$ cat config.mk
export PLATFORM = sky130hd
export DESIGN_NAME = victim_swap_buffer
export DESIGN_NICKNAME = d
export VERILOG_FILES = /design/src/rtl/vb_pkg.sv /design/src/rtl/vb_datapath.sv /design/src/rtl/vb_ctrl.sv /design/src/rtl/victim_swap_buffer.sv
export SDC_FILE = /design/constraint.sdc
export NUM_CORES = 1
export LEC_CHECK = 0
export ABC_AREA = 1
export BUFFER_PORTS_ARGS = -buffer_cell sky130_fd_sc_hd__clkbuf_2
export CORE_UTILIZATION = 49
export DETAILED_ROUTE_END_ITERATION = 7
export HOLD_SLACK_MARGIN = 0.15
export PLACE_DENSITY = 0.69
export SETUP_SLACK_MARGIN = 0.4
export SYNTH_ARGS = -nofsm -noshare
export SYNTH_HDL_FRONTEND = slang
export SYNTH_SLANG_ARGS = --single-unit
$ cat constraint.sdc
create_clock -name clk -period 6.6 [get_ports clk]
set_clock_uncertainty 0.2 [all_clocks]
set_input_delay 1.32 -clock clk [delete_from_list [all_inputs] [get_ports clk]]
set_output_delay 1.32 -clock clk [all_outputs]
set_load 0.005 [all_outputs]
$ cat src/rtl/vb_pkg.sv
package vb_pkg;

  // Widest slot index supported; the top checks ENTRIES against it.
  localparam int unsigned SLOT_IDX_W = 4;

  typedef logic [SLOT_IDX_W-1:0] slot_idx_t;

  // Strobes from control to datapath, one set per cycle.
  typedef struct packed {
    logic      wrEn;    // write the eviction port into slot wrIdx
    slot_idx_t wrIdx;   // target slot of a fill (insert or swap)
    logic      wbLoad;  // copy slot wrIdx into the writeback register first
    slot_idx_t rdIdx;   // slot that drives lookupData
  } vb_strobe_t;

endpackage

$ cat src/rtl/vb_datapath.sv
module vb_datapath
  import vb_pkg::*;
#(
  parameter int unsigned ADDR_W  = 12,
  parameter int unsigned LINE_W  = 32,
  parameter int unsigned ENTRIES = 4
) (
  input  logic                clk,
  input  logic                rstN,
  input  vb_strobe_t          strobe,
  input  logic [ADDR_W-1:0]   lookupAddr,
  input  logic [ADDR_W-1:0]   evictAddr,
  input  logic [LINE_W-1:0]   evictData,
  input  logic                evictDirty,
  output logic [ENTRIES-1:0]  matchVec,
  output logic [ENTRIES-1:0]  dirtyVec,
  output logic [LINE_W-1:0]   lookupData,
  output logic [ADDR_W-1:0]   wbAddr,
  output logic [LINE_W-1:0]   wbData
);

  logic [ADDR_W-1:0] slotAddrQ  [ENTRIES];
  logic [LINE_W-1:0] slotDataQ  [ENTRIES];
  logic              slotDirtyQ [ENTRIES];

  logic [ADDR_W-1:0] outAddr;
  logic [LINE_W-1:0] outData;
  logic [ADDR_W-1:0] wbAddrQ;
  logic [LINE_W-1:0] wbDataQ;

  // One storage slot per entry, each with its own comparator.
  for (genvar s = 0; s < ENTRIES; s++) begin : g_slot
    assign matchVec[s] = (slotAddrQ[s] == lookupAddr);
    assign dirtyVec[s] = slotDirtyQ[s];

    always_ff @(posedge clk or negedge rstN) begin
      if (!rstN) begin
        slotAddrQ[s]  <= '0;
        slotDataQ[s]  <= '0;
        slotDirtyQ[s] <= 1'b0;
      end else if (strobe.wrEn && (strobe.wrIdx == slot_idx_t'(s))) begin
        slotAddrQ[s]  <= evictAddr;
        slotDataQ[s]  <= evictData;
        slotDirtyQ[s] <= evictDirty;
      end
    end
  end

  // Read mux for the probe and for the line about to be displaced.
  always_comb begin
    lookupData = '0;
    outAddr    = '0;
    outData    = '0;
    for (int s = 0; s < ENTRIES; s++) begin
      if (strobe.rdIdx == slot_idx_t'(s)) lookupData = slotDataQ[s];
      if (strobe.wrIdx == slot_idx_t'(s)) begin
        outAddr = slotAddrQ[s];
        outData = slotDataQ[s];
      end
    end
  end

  // The old contents are captured on the same edge that overwrites the slot.
  always_ff @(posedge clk or negedge rstN) begin
    if (!rstN) begin
      wbAddrQ <= '0;
      wbDataQ <= '0;
    end else if (strobe.wbLoad) begin
      wbAddrQ <= outAddr;
      wbDataQ <= outData;
    end
  end

  assign wbAddr = wbAddrQ;
  assign wbData = wbDataQ;

endmodule

$ cat src/rtl/vb_ctrl.sv
module vb_ctrl
  import vb_pkg::*;
#(
  parameter int unsigned ENTRIES = 4
) (
  input  logic               clk,
  input  logic               rstN,
  input  logic               lookupValid,
  input  logic               evictValid,
  input  logic               evictSwap,
  input  logic               wbReady,
  input  logic [ENTRIES-1:0] matchVec,
  input  logic [ENTRIES-1:0] dirtyVec,
  output logic               lookupHit,
  output logic               evictReady,
  output logic               wbValid,
  output vb_strobe_t         strobe
);

  localparam int unsigned AGE_W = (ENTRIES > 1) ? $clog2(ENTRIES) : 1;
  localparam logic [AGE_W-1:0] AGE_OLDEST = AGE_W'(ENTRIES - 1);

  logic [ENTRIES-1:0] validQ;
  logic [AGE_W-1:0]   ageQ [ENTRIES];
  logic               wbValidQ;

  logic [ENTRIES-1:0] hitVec;
  logic [ENTRIES-1:0] lruMask;
  slot_idx_t          hitIdx;
  slot_idx_t          freeIdx;
  slot_idx_t          lruIdx;
  slot_idx_t          touchIdx;
  logic [AGE_W-1:0]   touchAge;
  logic               freeFound;
  logic               lruDirty;
  logic               swapDo;
  logic               insDo;
  logic               fillDo;
  logic               touchDo;
  logic               wbLoad;

  assign hitVec    = matchVec & validQ;
  assign lookupHit = lookupValid && (|hitVec);
  assign freeFound = ~(&validQ);

  // Encoders: hit slot, lowest empty slot, oldest slot.
  always_comb begin
    hitIdx  = '0;
    freeIdx = '0;
    lruIdx  = '0;
    for (int s = ENTRIES - 1; s >= 0; s--) begin
      lruMask[s] = (ageQ[s] == AGE_OLDEST);
      if (hitVec[s])   hitIdx  = slot_idx_t'(s);
      if (!validQ[s])  freeIdx = slot_idx_t'(s);
      if (lruMask[s])  lruIdx  = slot_idx_t'(s);
    end
  end

  assign lruDirty   = |(lruMask & dirtyVec & validQ);
  assign evictReady = !(wbValidQ && !wbReady);

  // Swap wins over a plain insert and ignores backpressure.
  assign swapDo  = evictValid && evictSwap && lookupHit;
  assign insDo   = evictValid && !swapDo && evictReady;
  assign fillDo  = swapDo || insDo;
  assign touchDo = fillDo || (lookupHit && !evictValid);
  assign wbLoad  = insDo && !freeFound && lruDirty;

  always_comb begin
    if (swapDo)      touchIdx = hitIdx;
    else if (insDo)  touchIdx = freeFound ? freeIdx : lruIdx;
    else             touchIdx = hitIdx;
  end

  always_comb begin
    touchAge = '0;
    for (int s = 0; s < ENTRIES; s++) begin
      if (touchIdx == slot_idx_t'(s)) touchAge = ageQ[s];
    end
  end

  // Ages form a permutation: the touched slot becomes 0, younger ones age by one.
  always_ff @(posedge clk or negedge rstN) begin
    if (!rstN) begin
      validQ <= '0;
      for (int s = 0; s < ENTRIES; s++) ageQ[s] <= AGE_W'(s);
    end else if (touchDo) begin
      for (int s = 0; s < ENTRIES; s++) begin
        if (touchIdx == slot_idx_t'(s)) begin
          ageQ[s] <= '0;
          if (fillDo) validQ[s] <= 1'b1;
        end else if (ageQ[s] < touchAge) begin
          ageQ[s] <= ageQ[s] + AGE_W'(1);
        end
      end
    end
  end

  always_ff @(posedge clk or negedge rstN) begin
    if (!rstN)        wbValidQ <= 1'b0;
    else if (wbLoad)  wbValidQ <= 1'b1;
    else if (wbReady) wbValidQ <= 1'b0;
  end

  assign wbValid       = wbValidQ;
  assign strobe.wrEn   = fillDo;
  assign strobe.wrIdx  = touchIdx;
  assign strobe.wbLoad = wbLoad;
  assign strobe.rdIdx  = hitIdx;

  // At most one valid slot may match a probe.
  assert_hit_unique_R2: assert property (@(posedge clk) disable iff (!rstN)
    $onehot0(hitVec));

  // Exactly one slot carries the oldest age at any time.
  assert_lru_single_R4: assert property (@(posedge clk) disable iff (!rstN)
    $countones(lruMask) == 1);

  // A full buffer stays full across a replacement.
  assert_full_stays_R4: assert property (@(posedge clk) disable iff (!rstN)
    (insDo && (&validQ)) |=> (&validQ));

  // A stalled writeback is not lost.
  assert_wb_hold_R8: assert property (@(posedge clk) disable iff (!rstN)
    (wbValidQ && !wbReady) |=> wbValidQ);

  // A swap never creates a writeback.
  assert_swap_no_wb_R5: assert property (@(posedge clk) disable iff (!rstN)
    (swapDo && (!wbValidQ || wbReady)) |=> !wbValidQ);

endmodule

$ cat src/rtl/victim_swap_buffer.sv
module victim_swap_buffer
  import vb_pkg::*;
#(
  parameter int unsigned ADDR_W  = 12,
  parameter int unsigned LINE_W  = 32,
  parameter int unsigned ENTRIES = 4
) (
  input  logic              clk,
  input  logic              rstN,
  input  logic              lookupValid,
  input  logic [ADDR_W-1:0] lookupAddr,
  output logic              lookupHit,
  output logic [LINE_W-1:0] lookupData,
  input  logic              evictValid,
  input  logic              evictSwap,
  input  logic [ADDR_W-1:0] evictAddr,
  input  logic [LINE_W-1:0] evictData,
  input  logic              evictDirty,
  output logic              evictReady,
  output logic              wbValid,
  output logic [ADDR_W-1:0] wbAddr,
  output logic [LINE_W-1:0] wbData,
  input  logic              wbReady
);

  initial begin
    if (ENTRIES < 2 || ENTRIES > (1 << SLOT_IDX_W))
      $error("victim_swap_buffer: ENTRIES out of supported range");
  end

  vb_strobe_t         strobe;
  logic [ENTRIES-1:0] matchVec;
  logic [ENTRIES-1:0] dirtyVec;

  vb_ctrl #(
    .ENTRIES (ENTRIES)
  ) ctrl_i (
    .clk         (clk),
    .rstN        (rstN),
    .lookupValid (lookupValid),
    .evictValid  (evictValid),
    .evictSwap   (evictSwap),
    .wbReady     (wbReady),
    .matchVec    (matchVec),
    .dirtyVec    (dirtyVec),
    .lookupHit   (lookupHit),
    .evictReady  (evictReady),
    .wbValid     (wbValid),
    .strobe      (strobe)
  );

  vb_datapath #(
    .ADDR_W  (ADDR_W),
    .LINE_W  (LINE_W),
    .ENTRIES (ENTRIES)
  ) data_i (
    .clk        (clk),
    .rstN       (rstN),
    .strobe     (strobe),
    .lookupAddr (lookupAddr),
    .evictAddr  (evictAddr),
    .evictData  (evictData),
    .evictDirty (evictDirty),
    .matchVec   (matchVec),
    .dirtyVec   (dirtyVec),
    .lookupData (lookupData),
    .wbAddr     (wbAddr),
    .wbData     (wbData)
  );

  // Writeback payload holds still while the memory side stalls.
  assert_wb_stable_R8: assert property (@(posedge clk) disable iff (!rstN)
    (wbValid && !wbReady) |=> ($stable(wbAddr) && $stable(wbData)));

endmodule

==> metrics.txt <==
# TYPE chip_impl_metric gauge
chip_impl_metric{name="post_cts_resize_count",unit=""} 0
chip_impl_metric{name="fillerInstances",unit=""} 2353
chip_impl_metric{name="post_route_minimum_period",unit="ns"} 5.47
chip_impl_metric{name="synth.net_count",unit=""} 1690
chip_impl_metric{name="h_tree_levels",unit=""} 1
chip_impl_info{name="timing.setup.critical_path_class",value="in -> out"} 1
chip_impl_metric{name="post-dp-hpwl",unit="mm"} 23.6
chip_impl_metric{name="grt_overflow",unit=""} 0
chip_impl_metric{name="final-hold-violation-count",unit=""} 0
chip_impl_metric{name="clock_tree.buffer_depth",unit=""} 3
chip_impl_metric{name="numPlacedInstances",unit=""} 2019
chip_impl_metric{name="floorplan.core_area",unit="µm²"} 24600
chip_impl_info{name="grt_most_used_layer",value="met2"} 1
chip_impl_metric{name="p_leak",unit="nW"} 7.22
chip_impl_metric{name="die-height",unit="µm"} 161
chip_impl_info{name="grt_setup_unrepaired",value="no"} 1
chip_impl_metric{name="synth_edf_count",unit=""} 0
chip_impl_metric{name="crit_fanout",unit=""} 45
chip_impl_metric{name="portBuffers",unit=""} 141
chip_impl_metric{name="slew_headroom",unit="%"} 27.9
chip_impl_metric{name="drt_iter0_drc",unit=""} 975
chip_impl_metric{name="num_antenna_cells",unit=""} 0
chip_impl_metric{name="final_net_count",unit=""} 1794
chip_impl_metric{name="postSynthRegisterBits",unit=""} 237
chip_impl_metric{name="rows",unit=""} 57
chip_impl_metric{name="yosysWarnings",unit=""} 0
chip_impl_metric{name="grt.met1_usage",unit="%"} 41.1
chip_impl_info{name="worstSetupStartpointType",value="input port"} 1
chip_impl_metric{name="die_area",unit="µm²"} 26000
chip_impl_metric{name="die_width",unit="µm"} 161
chip_impl_metric{name="finalWeightedCongestion",unit=""} 0.994
chip_impl_metric{name="synth-seq-area-share",unit="%"} 47.8
chip_impl_metric{name="detail_route.wirelength",unit="mm"} 36.3
chip_impl_metric{name="viasPerCell",unit=""} 5.40
chip_impl_metric{name="post_route_cells_drive_above_1_share",unit="%"} 15.1
chip_impl_metric{name="preCtsSetupSlack",unit="ns"} 1.15
chip_impl_metric{name="synthDistinctLibCells",unit=""} 39
chip_impl_metric{name="worst_pin_slew",unit="ns"} 1.08
chip_impl_metric{name="postLayoutCoreUtil",unit="%"} 57.7
chip_impl_metric{name="setup_ws",unit="ns"} 1.13
chip_impl_info{name="min_path_type",value="reg -> reg"} 1
chip_impl_metric{name="area_growth",unit="%"} 14.4
chip_impl_info{name="cp-end-kind",value="output port"} 1
chip_impl_metric{name="cts.hold.buffers_added",unit=""} 0
chip_impl_metric{name="insertion_delay_of_the_later_clocked_pin_in_the_worst_skew_pair",unit="ns"} 0.55
chip_impl_metric{name="via_count_of_the_first_global_routing_pass",unit=""} 10700
chip_impl_metric{name="drc_errors",unit=""} 0
chip_impl_metric{name="syn-mean-instance-area",unit="µm²"} 7.67
chip_impl_metric{name="timing_max_transition_violations_final",unit=""} 0
chip_impl_metric{name="drt_pre_antenna_iters",unit=""} 6
chip_impl_metric{name="postCtsSetupBuffers",unit=""} 0
chip_impl_metric{name="synth_area",unit="µm²"} 12400
chip_impl_info{name="cts.root.buffer_cell",value="clkbuf_16"} 1
chip_impl_metric{name="final-seq-area",unit="µm²"} 5940
chip_impl_metric{name="synthCells",unit=""} 1619
chip_impl_metric{name="dr_total_vias",unit=""} 11100
chip_impl_metric{name="worst_hold_path.num_cells",unit=""} 2
chip_impl_metric{name="max_cap_violations",unit=""} 0
chip_impl_metric{name="timing.final.setup_violations",unit=""} 0
chip_impl_metric{name="min_period_over_period",unit="%"} 82.8
chip_impl_metric{name="clock_sink_count",unit=""} 237
chip_impl_metric{name="route.antenna.remaining_nets",unit=""} 0
chip_impl_metric{name="io-pin-count",unit=""} 142
chip_impl_metric{name="worstPathArrival",unit="ns"} 3.95
chip_impl_metric{name="grt_antenna_before_repair",unit=""} 0
chip_impl_metric{name="global_route.usage.met3",unit="%"} 3.88
chip_impl_metric{name="grt_usage",unit="%"} 28.8
chip_impl_info{name="cts_tree",value="done"} 1
chip_impl_metric{name="irDropWorstVdd",unit="mV"} 0.260
chip_impl_metric{name="initial_core_util",unit="%"} 50.5
chip_impl_metric{name="grt_use_met2",unit="%"} 46.4
chip_impl_info{name="synth_ff_type",value="dfrtp_1"} 1
chip_impl_metric{name="finish.cell_count_without_fillers",unit=""} 2063
chip_impl_metric{name="postSynth.asyncResetShare",unit="%"} 100
chip_impl_metric{name="worst-endpoint-required",unit="ns"} 5.08
chip_impl_metric{name="grt_max_degree",unit=""} 129
chip_impl_metric{name="worstRegToRegCells",unit=""} 16
chip_impl_metric{name="wire_per_inst",unit="µm"} 17.6
chip_impl_metric{name="pwr_density_cell",unit="nW/µm²"} 469
chip_impl_metric{name="multi_input_comb_area",unit="µm²"} 5270
chip_impl_metric{name="fin_tns_setup",unit="ns"} 0
chip_impl_metric{name="max_freq",unit="GHz"} 0.183
chip_impl_metric{name="cts.clk_slew.worst_paths",unit="ns"} 0.06
chip_impl_metric{name="cts-buffers-inserted",unit=""} 26
chip_impl_info{name="outcome",value="finished clean"} 1
chip_impl_metric{name="grt_first_pass_wirelength",unit="mm"} 58.8
-- registers in the layout, summed over array words and instances, names as in the netlist --
| signal | cells |
|---|---|
| ctrl_i.ageQ | 8 |
| data_i.wbData | 32 |
| ctrl_i.wbValid | 1 |
| data_i.dirtyVec | 4 |
| data_i.slotAddrQ | 48 |
| data_i.wbAddr | 12 |
| ctrl_i.validQ | 4 |
| data_i.slotDataQ | 128 |
-- metal layers --
layer	routed length, µm	vias to the layer above
met5	0	-
met4	744	0
met3	2120	54
met2	16700	354
met1	16800	5242
li1	-	5489
-- path summary, 6_finish.rpt --
path	start	endpoint	slack, ns
max in group asynchronous	rstN	data_i.wbData[15]	4.37
hold reg to reg	data_i.slotDataQ[120]	data_i.slotDataQ[120]	0.28
setup / recovery	lookupAddr[11]	lookupData[31]	1.13
hold / removal	data_i.slotDataQ[120]	data_i.slotDataQ[120]	0.28
min in group asynchronous	rstN	data_i.wbAddr[7]	0.64
setup reg to reg	data_i.slotAddrQ[46]	data_i.slotDataQ[37]	2.40
-- synthesized netlist by cell type, types with 2 or more instances --
cell	n	share of area, %
nor2_1	85	2.6
a21oi_1	45	1.8
buf_2	21	0.85
nor3_1	5	0.20
dfrtp_1	233	47
dfstp_2	4	0.85
o21a_1	15	0.91
buf_1	10	0.30
buf_6	5	0.45
o221ai_2	10	1.2
nor2_4	2	0.18
nand4_1	11	0.55
inv_1	213	6.4
o21ai_0	174	7.0
nand3b_1	7	0.42
a21oi_2	7	0.49
o21ai_1	111	4.5
o221ai_1	17	1.2
nand2_1	449	14
o22ai_1	50	2.5
clkbuf_1	43	1.3
o211ai_1	19	1.1
nand3_1	29	1.2
ha_1	8	0.81
nand2_2	12	0.60
nand2_4	5	0.45
inv_2	17	0.51
-- final cells by class --
class / count / area share (%)
clock buffers: 37 / 5.43
well taps: 324 / 2.85
flip-flops and latches: 237 / 41.8
repair buffers: 155 / 5.95
clock inverters: 7 / 0.775
inverters: 231 / 6.12
multi-input cells: 1072 / 37.1
-- metrics by stage --
step	instance area, µm²	hold slack (ns)	power (mW)
global placement	13300	0.265	5.11
finish	14200	0.284	6.66
detailed placement	13300	0.264	5.17
floorplan	12400	0.253	4.31
CTS	14200	0.287	6.68
global route	14200	0.302	7.20
-- power by group --
| part | internal, mW | total, mW | switching, mW | leakage, nW |
|---|---|---|---|---|
| Sequential | 2.12 | 2.63 | 0.505 | 2.96 |
| Combinational | 0.989 | 2.54 | 1.55 | 3.82 |
| Clock | 0.889 | 1.49 | 0.602 | 0.437 |
| Total | 4.00 | 6.66 | 2.66 | 7.22 |
-- cell usage in the layout, fill, tap and decap left out, types with 13 or more instances in the layout --
| cell type | n |
|---|---|
| a21oi_1 | 45 |
| clkbuf_16 | 26 |
| clkbuf_2 | 140 |
| dfrtp_1 | 233 |
| inv_1 | 213 |
| inv_2 | 17 |
| nand2_1 | 447 |
| nand2_2 | 13 |
| nand3_1 | 28 |
| nor2_1 | 85 |
| o211ai_1 | 19 |
| o21a_1 | 15 |
| o21ai_0 | 174 |
| o21ai_1 | 111 |
| o221ai_1 | 17 |
| o22ai_1 | 50 |
-- critical path: stages --
cell and delay [ns]:
clkbuf_2 0.20, inv_2 0.10, nand2_2 0.09, nand2_1 0.06, nor3_1 0.19, nand4_1 0.21
nand2_1 0.14, or2_2 0.70, buf_4 0.37, o21ai_0 0.13, o22ai_1 0.11, o21ai_0 0.14
clkbuf_2 0.15
-- cells by family after synthesis --
logic type | share of synthesized area [%]
flops | 47.8
simple gates | 20.5
compound gates | 21.0
xor+xnor | 0.0705
fa+ha+maj | 0.806
buf+inv | 9.90
No activity file was read; power rests on OpenSTA's default activity.
